--- src/rtl/burst_rx_pkg.sv ---
`timescale 1ns/1ps
package burst_rx_pkg;

  typedef enum logic [2:0] {
    ST_IDLE,
    ST_STATUS,
    ST_COUNT,
    ST_ADDR_LO,
    ST_ADDR_HI,
    ST_DATA,
    ST_DONE,
    ST_FAIL
  } brx_state_e;

  typedef enum logic [1:0] {
    KIND_FULL,
    KIND_LAST,
    KIND_BAD
  } brx_kind_e;

  localparam logic [7:0] END_CODE = 8'h1F;

endpackage

--- src/rtl/brx_status_decode.sv ---
`timescale 1ns/1ps
module brx_status_decode
  import burst_rx_pkg::*;
#(
  parameter logic [7:0] LAST_CODE = END_CODE,
  parameter int unsigned FULL_MAX = 1
) (
  input  logic [7:0] code,
  output brx_kind_e  kind
);

  always_comb begin
    if (code == LAST_CODE) begin
      kind = KIND_LAST;
    end else if (code <= 8'(FULL_MAX)) begin
      kind = KIND_FULL;
    end else begin
      kind = KIND_BAD;
    end
  end

endmodule

--- src/rtl/brx_len_counter.sv ---
`timescale 1ns/1ps
module brx_len_counter #(
  parameter int CW = 8
) (
  input  logic          clk,
  input  logic          rst_n,
  input  logic          load,
  input  logic [CW-1:0] load_val,
  input  logic          dec,
  output logic [CW-1:0] cnt,
  output logic          is_zero,
  output logic          is_one
);

  logic [CW-1:0] cnt_q;
  logic [CW-1:0] cnt_n;

  always_comb begin
    cnt_n = cnt_q;
    if (load) begin
      cnt_n = load_val;
    end else if (dec && (cnt_q != '0)) begin
      cnt_n = cnt_q - CW'(1);
    end
  end

  always_ff @(posedge clk or negedge rst_n) begin
    if (!rst_n) begin
      cnt_q <= '0;
    end else if (load || dec) begin
      cnt_q <= cnt_n;
    end
  end

  assign cnt     = cnt_q;
  assign is_zero = (cnt_q == '0);
  assign is_one  = (cnt_q == CW'(1));

endmodule

--- src/rtl/brx_addr_gen.sv ---
`timescale 1ns/1ps
module brx_addr_gen #(
  parameter int AW = 16
) (
  input  logic          clk,
  input  logic          rst_n,
  input  logic          load,
  input  logic [AW-1:0] load_val,
  input  logic          inc,
  output logic [AW-1:0] addr
);

  logic [AW-1:0] addr_q;
  logic [AW-1:0] addr_n;

  always_comb begin
    addr_n = addr_q;
    if (load) begin
      addr_n = load_val;
    end else if (inc) begin
      addr_n = addr_q + AW'(1);
    end
  end

  always_ff @(posedge clk or negedge rst_n) begin
    if (!rst_n) begin
      addr_q <= '0;
    end else if (load || inc) begin
      addr_q <= addr_n;
    end
  end

  assign addr = addr_q;

endmodule

--- src/rtl/burst_rx_ctrl.sv ---
`timescale 1ns/1ps
module burst_rx_ctrl
  import burst_rx_pkg::*;
#(
  parameter int AW       = 16,
  parameter int FULL_LEN = 254
) (
  input  logic          clk,
  input  logic          rst_n,
  input  logic          start,
  input  logic          use_file_addr,
  input  logic [AW-1:0] ext_addr,
  input  logic [7:0]    rx_byte,
  input  logic          rx_valid,
  output logic          ack,
  output logic [AW-1:0] mem_addr,
  output logic [7:0]    mem_data,
  output logic          mem_we,
  output logic          done,
  output logic          error,
  output logic [AW-1:0] end_addr
);

  localparam int HDR_BYTES = 2;
  localparam int FIRST_LEN = FULL_LEN - HDR_BYTES;
  localparam int LEN_BITS  = $clog2(FULL_LEN + 1);
  localparam int CW        = (LEN_BITS > 8) ? LEN_BITS : 8;

  brx_state_e    state_q, state_n;
  logic          first_q, first_n;
  logic          last_q,  last_n;
  logic          mode_q,  mode_n;
  logic [7:0]    lo_q,    lo_n;
  logic          ack_q,   ack_n;
  logic          we_q,    we_n;
  logic [7:0]    wdata_q, wdata_n;
  logic [AW-1:0] waddr_q, waddr_n;
  logic          done_q,  done_n;
  logic          err_q,   err_n;

  brx_kind_e     kind;
  logic          cnt_load, cnt_dec, cnt_zero, cnt_one;
  logic [CW-1:0] cnt_val, cnt_cur;
  logic          a_load, a_inc;
  logic [AW-1:0] a_val, cur_addr;

  brx_status_decode #(.LAST_CODE(END_CODE), .FULL_MAX(1)) u_dec (
    .code (rx_byte),
    .kind (kind)
  );

  brx_len_counter #(.CW(CW)) u_len (
    .clk      (clk),
    .rst_n    (rst_n),
    .load     (cnt_load),
    .load_val (cnt_val),
    .dec      (cnt_dec),
    .cnt      (cnt_cur),
    .is_zero  (cnt_zero),
    .is_one   (cnt_one)
  );

  brx_addr_gen #(.AW(AW)) u_addr (
    .clk      (clk),
    .rst_n    (rst_n),
    .load     (a_load),
    .load_val (a_val),
    .inc      (a_inc),
    .addr     (cur_addr)
  );

  // next-state logic
  always_comb begin
    state_n  = state_q;
    first_n  = first_q;
    last_n   = last_q;
    mode_n   = mode_q;
    lo_n     = lo_q;
    ack_n    = ack_q;
    we_n     = 1'b0;
    wdata_n  = wdata_q;
    waddr_n  = waddr_q;
    done_n   = done_q;
    err_n    = err_q;
    cnt_load = 1'b0;
    cnt_val  = '0;
    cnt_dec  = 1'b0;
    a_load   = 1'b0;
    a_val    = ext_addr;
    a_inc    = 1'b0;

    if (start) begin
      state_n = ST_STATUS;
      first_n = 1'b1;
      last_n  = 1'b0;
      mode_n  = use_file_addr;
      done_n  = 1'b0;
      err_n   = 1'b0;
      ack_n   = ~ack_q;
      a_load  = 1'b1;
      a_val   = ext_addr;
    end else if (rx_valid) begin
      unique case (state_q)
        ST_STATUS: begin
          unique case (kind)
            KIND_FULL: begin
              last_n   = 1'b0;
              cnt_load = 1'b1;
              ack_n    = ~ack_q;
              if (first_q) begin
                cnt_val = CW'(FIRST_LEN);
                state_n = ST_ADDR_LO;
              end else begin
                cnt_val = CW'(FULL_LEN);
                state_n = ST_DATA;
              end
            end
            KIND_LAST: begin
              state_n = ST_COUNT;
              ack_n   = ~ack_q;
            end
            default: begin
              state_n = ST_FAIL;
              err_n   = 1'b1;
            end
          endcase
        end
        ST_COUNT: begin
          last_n   = 1'b1;
          cnt_load = 1'b1;
          cnt_val  = CW'(rx_byte);
          if (first_q) begin
            state_n = ST_ADDR_LO;
            ack_n   = ~ack_q;
          end else if (rx_byte == 8'h00) begin
            state_n = ST_DONE;
            done_n  = 1'b1;
          end else begin
            state_n = ST_DATA;
            ack_n   = ~ack_q;
          end
        end
        ST_ADDR_LO: begin
          lo_n    = rx_byte;
          state_n = ST_ADDR_HI;
          ack_n   = ~ack_q;
        end
        ST_ADDR_HI: begin
          first_n = 1'b0;
          if (mode_q) begin
            a_load = 1'b1;
            a_val  = AW'({rx_byte, lo_q});
          end
          if (cnt_zero) begin
            state_n = ST_DONE;
            done_n  = 1'b1;
          end else begin
            state_n = ST_DATA;
            ack_n   = ~ack_q;
          end
        end
        ST_DATA: begin
          we_n    = 1'b1;
          wdata_n = rx_byte;
          waddr_n = cur_addr;
          a_inc   = 1'b1;
          cnt_dec = 1'b1;
          if (cnt_one) begin
            if (last_q) begin
              state_n = ST_DONE;
              done_n  = 1'b1;
            end else begin
              state_n = ST_STATUS;
              ack_n   = ~ack_q;
            end
          end else begin
            ack_n = ~ack_q;
          end
        end
        default: begin
          state_n = state_q;
        end
      endcase
    end
  end

  // state registers
  always_ff @(posedge clk or negedge rst_n) begin
    if (!rst_n) begin
      state_q <= ST_IDLE;
      first_q <= 1'b0;
      last_q  <= 1'b0;
      mode_q  <= 1'b0;
      lo_q    <= '0;
      ack_q   <= 1'b0;
      we_q    <= 1'b0;
      wdata_q <= '0;
      waddr_q <= '0;
      done_q  <= 1'b0;
      err_q   <= 1'b0;
    end else begin
      state_q <= state_n;
      first_q <= first_n;
      last_q  <= last_n;
      mode_q  <= mode_n;
      lo_q    <= lo_n;
      ack_q   <= ack_n;
      we_q    <= we_n;
      wdata_q <= wdata_n;
      waddr_q <= waddr_n;
      done_q  <= done_n;
      err_q   <= err_n;
    end
  end

  assign ack      = ack_q;
  assign mem_we   = we_q;
  assign mem_data = wdata_q;
  assign mem_addr = waddr_q;
  assign done     = done_q;
  assign error    = err_q;
  assign end_addr = cur_addr;

endmodule

--- config.mk ---
export PLATFORM = sky130hd
export DESIGN_NAME = burst_rx_ctrl
export DESIGN_NICKNAME = d
export VERILOG_FILES = /design/src/rtl/burst_rx_pkg.sv /design/src/rtl/brx_status_decode.sv /design/src/rtl/brx_len_counter.sv /design/src/rtl/brx_addr_gen.sv /design/src/rtl/burst_rx_ctrl.sv
export SDC_FILE = /design/constraint.sdc
export NUM_CORES = 1
export LEC_CHECK = 0
export BUFFER_PORTS_ARGS = -buffer_cell sky130_fd_sc_hd__buf_2
export CAP_MARGIN = 20
export CORE_AREA = 2 2 113 115
export DETAILED_ROUTE_END_ITERATION = 10
export DIE_AREA = 0 0 115 117
export SLEW_MARGIN = 20
export SYNTH_ARGS = -nofsm -noshare
export SYNTH_HDL_FRONTEND = slang
export SYNTH_HIERARCHICAL = 1
export SYNTH_SLANG_ARGS = --single-unit
export TNS_END_PERCENT = 100
--- constraint.sdc ---
create_clock -name clk -period 3.21 [get_ports clk]
set_clock_uncertainty 0.15 [all_clocks]
set_input_delay 0.642 -clock clk [delete_from_list [all_inputs] [get_ports clk]]
set_output_delay 0.642 -clock clk [all_outputs]
set_load 0.1 [all_outputs]
==> flow_metrics.env <==
export IMPL_status="finished, final reports clean"
export IMPL_area_growth_pct=23.4
export IMPL_first_pass_iters=5
export IMPL_cts_root_buf="clkbuf_16"
export IMPL_r2r_setup_slack_ps=500
export IMPL_ys_types=68
export IMPL_cts_resized=0
export IMPL_viasPerCell=5.24
export IMPL_holdWs_ps=140
export IMPL_grt_pass1_vias=3055
export IMPL_setup_viol=0
export IMPL_clk_path_buf_depth=2
export IMPL_fmax_mhz=368
export IMPL_clock_sinks=66
export IMPL_cts_buffers=9
export IMPL_worst_r2r_cell_count=6
export IMPL_setup_tns_final_ps=0
export IMPL_ys_ff_latch=66
export IMPL_ctsHtreeMaxLevel=3
export IMPL_dr_wl_met2_mm=4.86
export IMPL_drv_slew=0
export IMPL_die_area_um2=13500
export IMPL_pin_count=73
export IMPL_wl_met1_mm=4.07
export IMPL_drive_gt1_frac=0.400
export IMPL_crit_type="flip-flop to flip-flop"
export IMPL_yosys_top_cells_area="dfrtp_1 (43%), mux2_2 (14%), nand2_1 (3.5%)"
export IMPL_power_leakage_nw=1.99
export IMPL_place_gp_congestion=0.803
export IMPL_vias=3048
export IMPL_fill_cells=1220
export IMPL_crit_path_start="u_len/cnt[3]"
export IMPL_peakVddDrop_mv=0.664
export IMPL_cts_clk_slew_worst_paths_ps=60
export IMPL_start_util=0.309
export IMPL_die_w_um=115
export IMPL_overflow=0
export IMPL_r2r_start="u_len/cnt[3]"
export IMPL_hp_class="input port to async pin"
export IMPL_clk_latency_ps=340
export IMPL_p_per_area_nw_per_um2=920
export IMPL_synth_most_common_cell="dfrtp_1"
export IMPL_core_area_um2=12300
export IMPL_wirelength_mm=9.58
export IMPL_min_period_ps=2710
export IMPL_nets=460
export IMPL_finalHoldViolCount=0
export IMPL_antenna_found_initial=0
export IMPL_fin_cells=582
export IMPL_tightest_slew_ps=671
export IMPL_detail_route_wl_per_cell_um=16.5
export IMPL_timing_rr_end="state_q[0]"
export IMPL_async_reset_ff_frac=1.00
export IMPL_synthCells=350
export IMPL_synth_top_area_frac=0.434
export IMPL_synthFlopType="dfrtp_1"
export IMPL_place_hpwl_mm=6.86
export IMPL_yosysTopAreaCell="dfrtp_1"
export IMPL_fin_crit_sh=0.846
export IMPL_wl_met3_um=438
export IMPL_maxCapViolCount=0
export IMPL_cts_hold_buf=0
export IMPL_top_layer_used="met4"
export IMPL_antenna_cells=0
export IMPL_synth_common_cells="dfrtp_1 (66), mux2_2 (46), nand2_1 (36), nor2_1 (15), o21ai_0 (15)"
export IMPL_die_y_um=117
export IMPL_slew_headroom=0.547
export IMPL_cp_end_kind="flip-flop"
export IMPL_cp_max_fo=8
export IMPL_grtUsageTotal=0.151
export IMPL_grt_pass1_wl_mm=15.7
export IMPL_rows=41
export IMPL_worstPathRequired_ps=3280
export IMPL_regArea_um2=1650
export IMPL_yosys_warnings=6
export IMPL_synth_seq_area_share=0.434
export IMPL_mappedNetlistNets=383
export IMPL_cts_tree="yes"
export IMPL_antenna_left=0
export IMPL_grt_max_degree=45
export IMPL_dp_cells=566
export IMPL_portBuffers=72
export IMPL_drt_iter0_markers=226
export IMPL_cp_endpoint="state_q[0]"
export IMPL_drc=0
export IMPL_rsz0062_at_grt="no"
export IMPL_synth_area_um2=3810
export IMPL_post_cts_setup_buffer_count=0
export IMPL_avgSynthCellArea_um2=10.9
export IMPL_multi_input_area_um2=2020
export IMPL_worstSetupStartpointType="flip-flop"
export IMPL_crit_arrival_ps=2780
export IMPL_synth_edf_count=0
[state kept, by name (all words and copies together), names as in the netlist]
signal,flops
mem_addr,16
last_q,1
done,1
ack,1
first_q,1
state_q,3
u_addr/addr,16
mem_data,8
error,1
mode_q,1
u_len/cnt,8
lo_q,8
mem_we,1
[critical path, cell delays in order, from the launching register on]
cell and delay [ps]:
dfrtp_1 440, or4_1 680, nor4b_1 620, inv_1 100, o21ai_0 170, nand2_1 80
a221o_1 350
[where the power goes]
group / switching, mW / internal [mW] / leakage [nW]
clock: 0.393 / 0.757 / 0.158
sequential: 0.201 / 1.08 / 0.813
combinational: 1.48 / 0.414 / 1.02
total: 2.07 / 2.25 / 1.99
[through the flow]
step	area [µm²]	util	power (mW)	setup slack, ps
2_1_floorplan	3810	-	2.81	410
4_1_cts	4700	0.382	4.35	466
3_5_place_dp	4360	0.354	3.19	307
6_report	4700	0.382	4.32	495
3_3_place_gp	4360	0.354	3.17	375
5_1_grt	4700	0.382	4.49	312
[per-layer routing]
layer  global-route usage  vias to the layer above
li1                     -                     1442
met1                0.186                     1497
met2                0.257                       97
met3               0.0309                       12
met4               0.0635                        0
met5                    0                        -
[cell usage in the layout, fill, tap and decap left out, drive strengths merged, types with 4 or more instances in the layout]
cell    instances
buf            84
nor3b           6
o21a            7
mux2           49
nand4           5
o211ai          5
o21ai          22
o31ai           4
nand2b          5
nor2b           6
a31oi           6
or4             4
dfrtp          66
nor2           17
ha              4
nand2          36
inv            10
clkbuf          9
a21oi           9
nor4            9
xnor2          11
nor3            7
nand3           6
[cell families (layout without fill, tap and decap cells)]
family | Yosys count | count (layout) | synth area share
simple gates | 111 | 111 | 0.193
buf+inv | 28 | 110 | 0.0365
xor+xnor | 14 | 14 | 0.0322
flops | 66 | 66 | 0.434
fa+ha+maj | 4 | 4 | 0.0131
compound gates | 75 | 75 | 0.139
mux | 52 | 52 | 0.153
[how the worst min path moves through the flow]
stage	slack (ps)	startpoint	depth (start not counted)	to
global route	190	rst_n	1	mem_addr[10]
detailed placement	320	ack	1	ack
finish	140	rst_n	1	mem_addr[9]
CTS	160	rst_n	1	mem_addr[9]
floorplan	200	rst_n	0	ack
global placement	310	ack	1	ack
[layout make-up]
cell class / instances / share of cell area
Clock buffer: 9 / 0.0479
Clock inverter: 7 / 0.0250
Inverter: 10 / 0.00799
Multi-Input combinational cell: 256 / 0.429
Sequential cell: 66 / 0.351
Tap cell: 150 / 0.0399
Timing Repair Buffer: 84 / 0.0985
Power figures use the tool's default switching activity.
